--- src/rtl/pwmt_pkg.sv ---
// Shared types for the buffered PWM timer.
// Assumes: single clock domain; events are one-cycle qualified strobes.
package pwmt_pkg;

    // Counter events that drive the compare commit pipeline.
    typedef struct packed {
        logic to_top;  // this tick moves the counter to its top value
        logic wrap;    // this tick wraps the counter to zero
    } cnt_evt_t;

endpackage

--- src/rtl/pwmt_counter.sv ---
// Up-counter for the PWM timer. It advances on each qualified tick, is held
// at zero while disabled, and raises a one-cycle overflow pulse on wrap.
// Assumes: tick_i is a one-cycle strobe; synchronous active-low reset.
module pwmt_counter
    import pwmt_pkg::*;
#(
    parameter int W = 8
) (
    input  logic         clk,
    input  logic         rst_n,
    input  logic         tick_i,
    input  logic         run_i,
    output logic [W-1:0] cnt_o,
    output cnt_evt_t     evt_o,
    output logic         ovf_o
);
    localparam logic [W-1:0] CNT_TOP = '1;
    localparam logic [W-1:0] CNT_PRE = CNT_TOP - {{(W-1){1'b0}}, 1'b1};

    logic [W-1:0] cnt_q;
    logic         ovf_q;
    logic         adv;

    // Decode the qualified advance and the events it produces.
    always_comb begin
        adv          = run_i && tick_i;
        evt_o.to_top = adv && (cnt_q == CNT_PRE);
        evt_o.wrap   = adv && (cnt_q == CNT_TOP);
    end

    // Count register: held at zero when disabled, else advance on each tick.
    always_ff @(posedge clk) begin
        if (!rst_n)      cnt_q <= '0;
        else if (!run_i) cnt_q <= '0;
        else if (adv)    cnt_q <= cnt_q + 1'b1;
    end

    // Overflow pulse, high in the cycle the counter shows zero after a wrap.
    always_ff @(posedge clk) begin
        if (!rst_n) ovf_q <= 1'b0;
        else        ovf_q <= evt_o.wrap;
    end

    assign cnt_o = cnt_q;
    assign ovf_o = ovf_q;

    // a wrap tick returns the counter to zero.
    a_r1_wrap_to_zero: assert property (@(posedge clk) disable iff (!rst_n)
        (run_i && tick_i && cnt_q == CNT_TOP) |=> (cnt_q == '0));
    // without a tick the count does not move.
    a_r9_no_tick_stable: assert property (@(posedge clk) disable iff (!rst_n)
        (run_i && !tick_i) |=> $stable(cnt_q));
    // disabled timer holds zero.
    a_r7_hold_zero: assert property (@(posedge clk) disable iff (!rst_n)
        (!run_i) |=> (cnt_q == '0));
    // overflow pulse lasts one clock and shows a zero count.
    a_r2_pulse_width: assert property (@(posedge clk) disable iff (!rst_n)
        ovf_q |=> !ovf_q);
    a_r2_pulse_at_zero: assert property (@(posedge clk) disable iff (!rst_n)
        ovf_q |-> (cnt_q == '0));
endmodule

--- src/rtl/pwmt_cmp_buf.sv ---
// Compare-value pipeline: write buffer, then a pending stage sampled on the
// tick to the top count, then an active stage loaded on the wrap tick. When
// disabled, both later stages follow the newest written value directly.
// Assumes: evt_i comes from the counter in the same clock domain.
module pwmt_cmp_buf
    import pwmt_pkg::*;
#(
    parameter int W = 8
) (
    input  logic         clk,
    input  logic         rst_n,
    input  logic         run_i,
    input  logic         wr_en_i,
    input  logic [W-1:0] wr_data_i,
    input  cnt_evt_t     evt_i,
    output logic [W-1:0] rd_o,
    output logic [W-1:0] act_o
);
    logic [W-1:0] buf_q;
    logic [W-1:0] pend_q;
    logic [W-1:0] act_q;
    logic [W-1:0] newest;

    // Newest value known this cycle, including a write in flight.
    always_comb newest = wr_en_i ? wr_data_i : buf_q;

    // Write buffer: holds the last value the CPU wrote.
    always_ff @(posedge clk) begin
        if (!rst_n)       buf_q <= '0;
        else if (wr_en_i) buf_q <= wr_data_i;
    end

    // Pending stage: sampled from the buffer on the tick to the top count.
    always_ff @(posedge clk) begin
        if (!rst_n)            pend_q <= '0;
        else if (!run_i)       pend_q <= newest;
        else if (evt_i.to_top) pend_q <= buf_q;
    end

    // Active stage: takes the pending value at the wrap.
    always_ff @(posedge clk) begin
        if (!rst_n)          act_q <= '0;
        else if (!run_i)     act_q <= newest;
        else if (evt_i.wrap) act_q <= pend_q;
    end

    assign rd_o  = buf_q;
    assign act_o = act_q;

    // a write is visible on the read path in the next cycle.
    a_r5_read_back: assert property (@(posedge clk) disable iff (!rst_n)
        wr_en_i |=> (rd_o == $past(wr_data_i)));
    // while running, the active value moves only at a wrap.
    a_r3_active_only_at_wrap: assert property (@(posedge clk) disable iff (!rst_n)
        (run_i && !evt_i.wrap) |=> $stable(act_q));
    // while running, the pending value moves only on the top tick.
    a_r4_pending_only_at_top: assert property (@(posedge clk) disable iff (!rst_n)
        (run_i && !evt_i.to_top) |=> $stable(pend_q));
endmodule

--- src/rtl/pwmt_pwm_out.sv ---
// PWM output stage: high while the count is below the active compare value,
// forced low while the timer is disabled (via a registered enable).
// Assumes: cnt_i is held at zero while disabled.
module pwmt_pwm_out #(
    parameter int W = 8
) (
    input  logic         clk,
    input  logic         rst_n,
    input  logic         run_i,
    input  logic [W-1:0] cnt_i,
    input  logic [W-1:0] act_i,
    output logic         pwm_o
);
    logic run_q;

    // Registered enable, aligned with the counter register.
    always_ff @(posedge clk) begin
        if (!rst_n) run_q <= 1'b0;
        else        run_q <= run_i;
    end

    // Output comparison.
    always_comb pwm_o = run_q && (cnt_i < act_i);

    // a zero compare value never drives the output high.
    a_r6_zero_low: assert property (@(posedge clk) disable iff (!rst_n)
        (act_i == '0) |-> !pwm_o);
    // after enable falls the output is low.
    a_r7_low_when_off: assert property (@(posedge clk) disable iff (!rst_n)
        !run_i |=> !pwm_o);
endmodule

--- src/rtl/pwm_buffered_timer.sv ---
// Top of the buffered PWM timer: counter, compare pipeline and output stage.
// Assumes: tick_i comes from an external prescaler in the clk domain.
module pwm_buffered_timer
    import pwmt_pkg::*;
#(
    parameter int W = 8
) (
    input  logic         clk,
    input  logic         rst_n,
    input  logic         tick_i,
    input  logic         run_i,
    input  logic         wr_en_i,
    input  logic [W-1:0] wr_data_i,
    output logic [W-1:0] rd_data_o,
    output logic         pwm_o,
    output logic         ovf_irq_o
);
    logic [W-1:0] cnt;
    logic [W-1:0] act;
    cnt_evt_t     evt;

    pwmt_counter #(.W(W)) u_cnt (
        .clk(clk), .rst_n(rst_n), .tick_i(tick_i), .run_i(run_i),
        .cnt_o(cnt), .evt_o(evt), .ovf_o(ovf_irq_o)
    );

    pwmt_cmp_buf #(.W(W)) u_cmp (
        .clk(clk), .rst_n(rst_n), .run_i(run_i), .wr_en_i(wr_en_i),
        .wr_data_i(wr_data_i), .evt_i(evt), .rd_o(rd_data_o), .act_o(act)
    );

    pwmt_pwm_out #(.W(W)) u_pwm (
        .clk(clk), .rst_n(rst_n), .run_i(run_i), .cnt_i(cnt), .act_i(act),
        .pwm_o(pwm_o)
    );
endmodule

--- config.mk ---
export PLATFORM = sky130hd
export DESIGN_NAME = pwm_buffered_timer
export DESIGN_NICKNAME = d
export VERILOG_FILES = /design/src/rtl/pwmt_pkg.sv /design/src/rtl/pwmt_counter.sv /design/src/rtl/pwmt_cmp_buf.sv /design/src/rtl/pwmt_pwm_out.sv /design/src/rtl/pwm_buffered_timer.sv
export SDC_FILE = /design/constraint.sdc
export NUM_CORES = 1
export LEC_CHECK = 0
export ABC_AREA = 1
export ABC_CLOCK_PERIOD_IN_PS = 3380
export CAP_MARGIN = 20
export CELL_PAD_IN_SITES_DETAIL_PLACEMENT = 0
export CELL_PAD_IN_SITES_GLOBAL_PLACEMENT = 2
export CORE_ASPECT_RATIO = 0.6
export CORE_MARGIN = 2
export CORE_UTILIZATION = 32
export CTS_CLUSTER_SIZE = 8
export DETAILED_ROUTE_END_ITERATION = 12
export GPL_ROUTABILITY_DRIVEN = 0
export GPL_TIMING_DRIVEN = 0
export PLACE_DENSITY_LB_ADDON = 0.1
export SLEW_MARGIN = 5
export SYNTH_ARGS = -nofsm -noshare
export SYNTH_HDL_FRONTEND = slang
export SYNTH_SLANG_ARGS = --single-unit
export TNS_END_PERCENT = 10
--- constraint.sdc ---
create_clock -name clk -period 3.38 [get_ports clk]
set_clock_uncertainty 0.1 [all_clocks]
set_input_delay 0.676 -clock clk [delete_from_list [all_inputs] [get_ports clk]]
set_output_delay 0.676 -clock clk [all_outputs]
set_load 0.05 [all_outputs]
==> results.ini <==
[outcome]
outcome = finished, final reports clean

[drt]
drc = 0
first_pass_iters = 5
drt.antenna.violating_nets = 0
wirelength_um = 4190
viasPerCell = 4.48
drt_iter0_drc = 48
wl_per_cell_um = 11.7
vias = 1599

[layout]
layout-drive-gt1-share_pct = 5.84
nFillCells = 559
area_growth_pct = 24.0
multi_input_area_um2 = 850
fin_util_pct = 41.6
final_common_cell = nand2_1
layout.nets = 312
seqCellArea_um2 = 681
final_cell_mix = 82 x nand2_1, 38 x inv_1, 34 x dfxtp_1
antenna-diode-count = 0

[synthesis]
ys_warn_count = 0
avgSynthCellArea_um2 = 6.59
synthAdderAreaFrac_pct = 6.55
synthXorXnorAreaFrac_pct = 0
synth_top_family_by_area = simple AND/OR/NAND/NOR gates
syn_inst = 261
ys_ff_latch = 34
synth_mux_area_share_pct = 0
syn_nets = 283
synth-simple-area-share_pct = 32.7
yosysSeqAreaShare_pct = 39.6
synth_area_um2 = 1720
synth_cell_type_count = 18
synth-async-reset-ratio_pct = 0
synth_ff_type = dfxtp_1
synth_compound_area_share_pct = 10.2
synth-edff-count = 0

[job]
maxCapViolCount = 0

[global_routing]
grt_pass1_vias = 1517
grt_max_degree = 11
grt_util_all_layers_pct = 16.0
grt_pass1_wl_um = 7330
gr-total-overflow = 0
antenna_found_initial = 0

[timing]
worst_pin_slew_ns = 0.578
tns_ns = 0
max_slew_margin_pct = 61.5
finalCriticalPeriod_ns = 3.02
fmax_mhz = 331
post-route-period-util_pct = 89.3
setup_violations = 0
slew_violations = 0
rsz0062_at_grt = no
hold_violations = 0

[critical_path]
criticalPathCategory = flip-flop to output pin
slowest_delay_ns = 0.82
ff2ff_path_depth = 7
crit_arrival_ns = 2.24
critPathMostFrequentCell = nand2_1
crit_cells = 8
end_kind = output pin
cp.required_ns = 2.60
cp_cell_sequence = inv_1, ha_1, nand2_1, nand2_1, nor2_1, nand3_1, a21oi_1, clkdlybuf4s50_1
critical_path_buf_inv_count = 2
cp_slowest_cell = clkdlybuf4s50_1
cp_top_family = buffers and inverters
path_max_fanout = 2
setup.worst_path.start_class = flip-flop

[min_path]
holdCritPathClass = flip-flop to flip-flop
hold_depth = 2

[placement]
hpwl_um = 3260
io_buffers = 22

[power_and_ir_drop]
cellLeakagePower_nw = 0.950
ir_drop_uv = 150
power.density_nw_per_um2 = 426

[die]
die-area_um2 = 6000
core_um2 = 5130
start_util_pct = 33.5
die_x_um = 98.7
dieHeight_um = 60.8
placementRows = 20
io_pins = 23

[clock_network]
cts_tree = yes
clkSlewWorstSetupHoldPaths_ns = 0.07
postCtsSetupRepairBufs = 0
cts_sinks = 34
cts_max_level = 2
ctsResizeCount = 0
cts_hold_buf = 0
numCtsBuffers = 5
clk_latency_ns = 0.29
clock_path_buffers = 2
cts_root_buffer = clkbuf_8

through the flow:
step | instance area [um^2] | hold WS, ns | setup WS [ns] | power, mW | cells
after CTS | 2130 | 0.375 | 0.316 | 0.925 | 357
after global placement | 2020 | 0.360 | 0.646 | 0.560 | 349
final | 2130 | 0.374 | 0.360 | 0.909 | 357
after detailed placement | 2020 | 0.363 | 0.652 | 0.560 | 349
after floorplan | 1720 | 0.338 | 0.981 | 0.513 | 261
after global routing | 2130 | 0.404 | 0.178 | 0.958 | 357
cells in the mapped netlist (2+ instances only):
cell type | number | share of area [%]
clkbuf_1 | 2 | 0.44
inv_1 | 38 | 8.3
ha_1 | 9 | 6.5
nand3_1 | 21 | 6.1
buf_2 | 2 | 0.58
a21oi_1 | 23 | 6.7
buf_4 | 2 | 0.87
nand2_1 | 82 | 18
nor2_1 | 28 | 6.1
dfxtp_1 | 34 | 40
nor3_1 | 2 | 0.58
o21ai_0 | 12 | 3.5
layer usage:
| layer | vias to the layer above | track usage, % | part of all wire (%) |
|---|---|---|---|
| met3 | 5 | 4.15 | 4.6 |
| met2 | 24 | 22.2 | 35 |
| met1 | 700 | 24.0 | 59 |
| li1 | 870 | - | - |
| met4 | 0 | 5.28 | 1.1 |
| met5 | - | 0 | 0 |
final cells by class:
cell class / instances / share of cell area (%)
clock buffers: 8 / 5.16
repair buffers: 22 / 10.3
well taps: 66 / 3.87
inverters: 38 / 6.69
plain buffers: 8 / 2.23
multi-input cells: 181 / 39.8
flip-flops and latches: 34 / 31.9
worst paths after layout:
check / slack (ns) / startpoint / endpoint
min reg2reg: 0.37 / u_cnt.cnt_o[6]$_SDFFE_PN0P_ / u_cnt.cnt_o[6]$_SDFFE_PN0P_
min: 0.37 / u_cnt.cnt_o[6]$_SDFFE_PN0P_ / u_cnt.cnt_o[6]$_SDFFE_PN0P_
max: 0.36 / u_cmp.act_o[7]$_SDFFE_PN0P_ / pwm_o
max reg2reg: 1.77 / u_cnt.cnt_o[1]$_SDFFE_PN0P_ / u_cmp.act_o[1]$_SDFFE_PN0P_
state kept, by name (all words and copies together) (netlist names):
signal	cells
u_cmp.act_o	8
u_cmp.pend_q	8
u_cmp.rd_o	8
u_cnt.cnt_o	8
u_cnt.ovf_o	1
u_pwm.run_q	1
worst reg2reg max path, cell delays in order, from the launching register on:
cell,delay (ns)
dfxtp_1,0.39
ha_1,0.18
nand3_2,0.09
nor2_1,0.17
nand2_2,0.19
nand2_4,0.17
nand2_1,0.11
a21oi_1,0.14
cells by family after synthesis:
group / count (synthesis)
and+or+nand+nor: 137
AOI/OAI and AO/OA: 35
DFF: 34
adders and majority gates: 9
buffers and inverters: 46
power by group:
| group | switching, mW | internal [mW] |
|---|---|---|
| Clock | 0.153 | 0.206 |
| Sequential | 0.00834 | 0.416 |
| Combinational | 0.0782 | 0.0474 |
(Power assumes the default switching activity.)
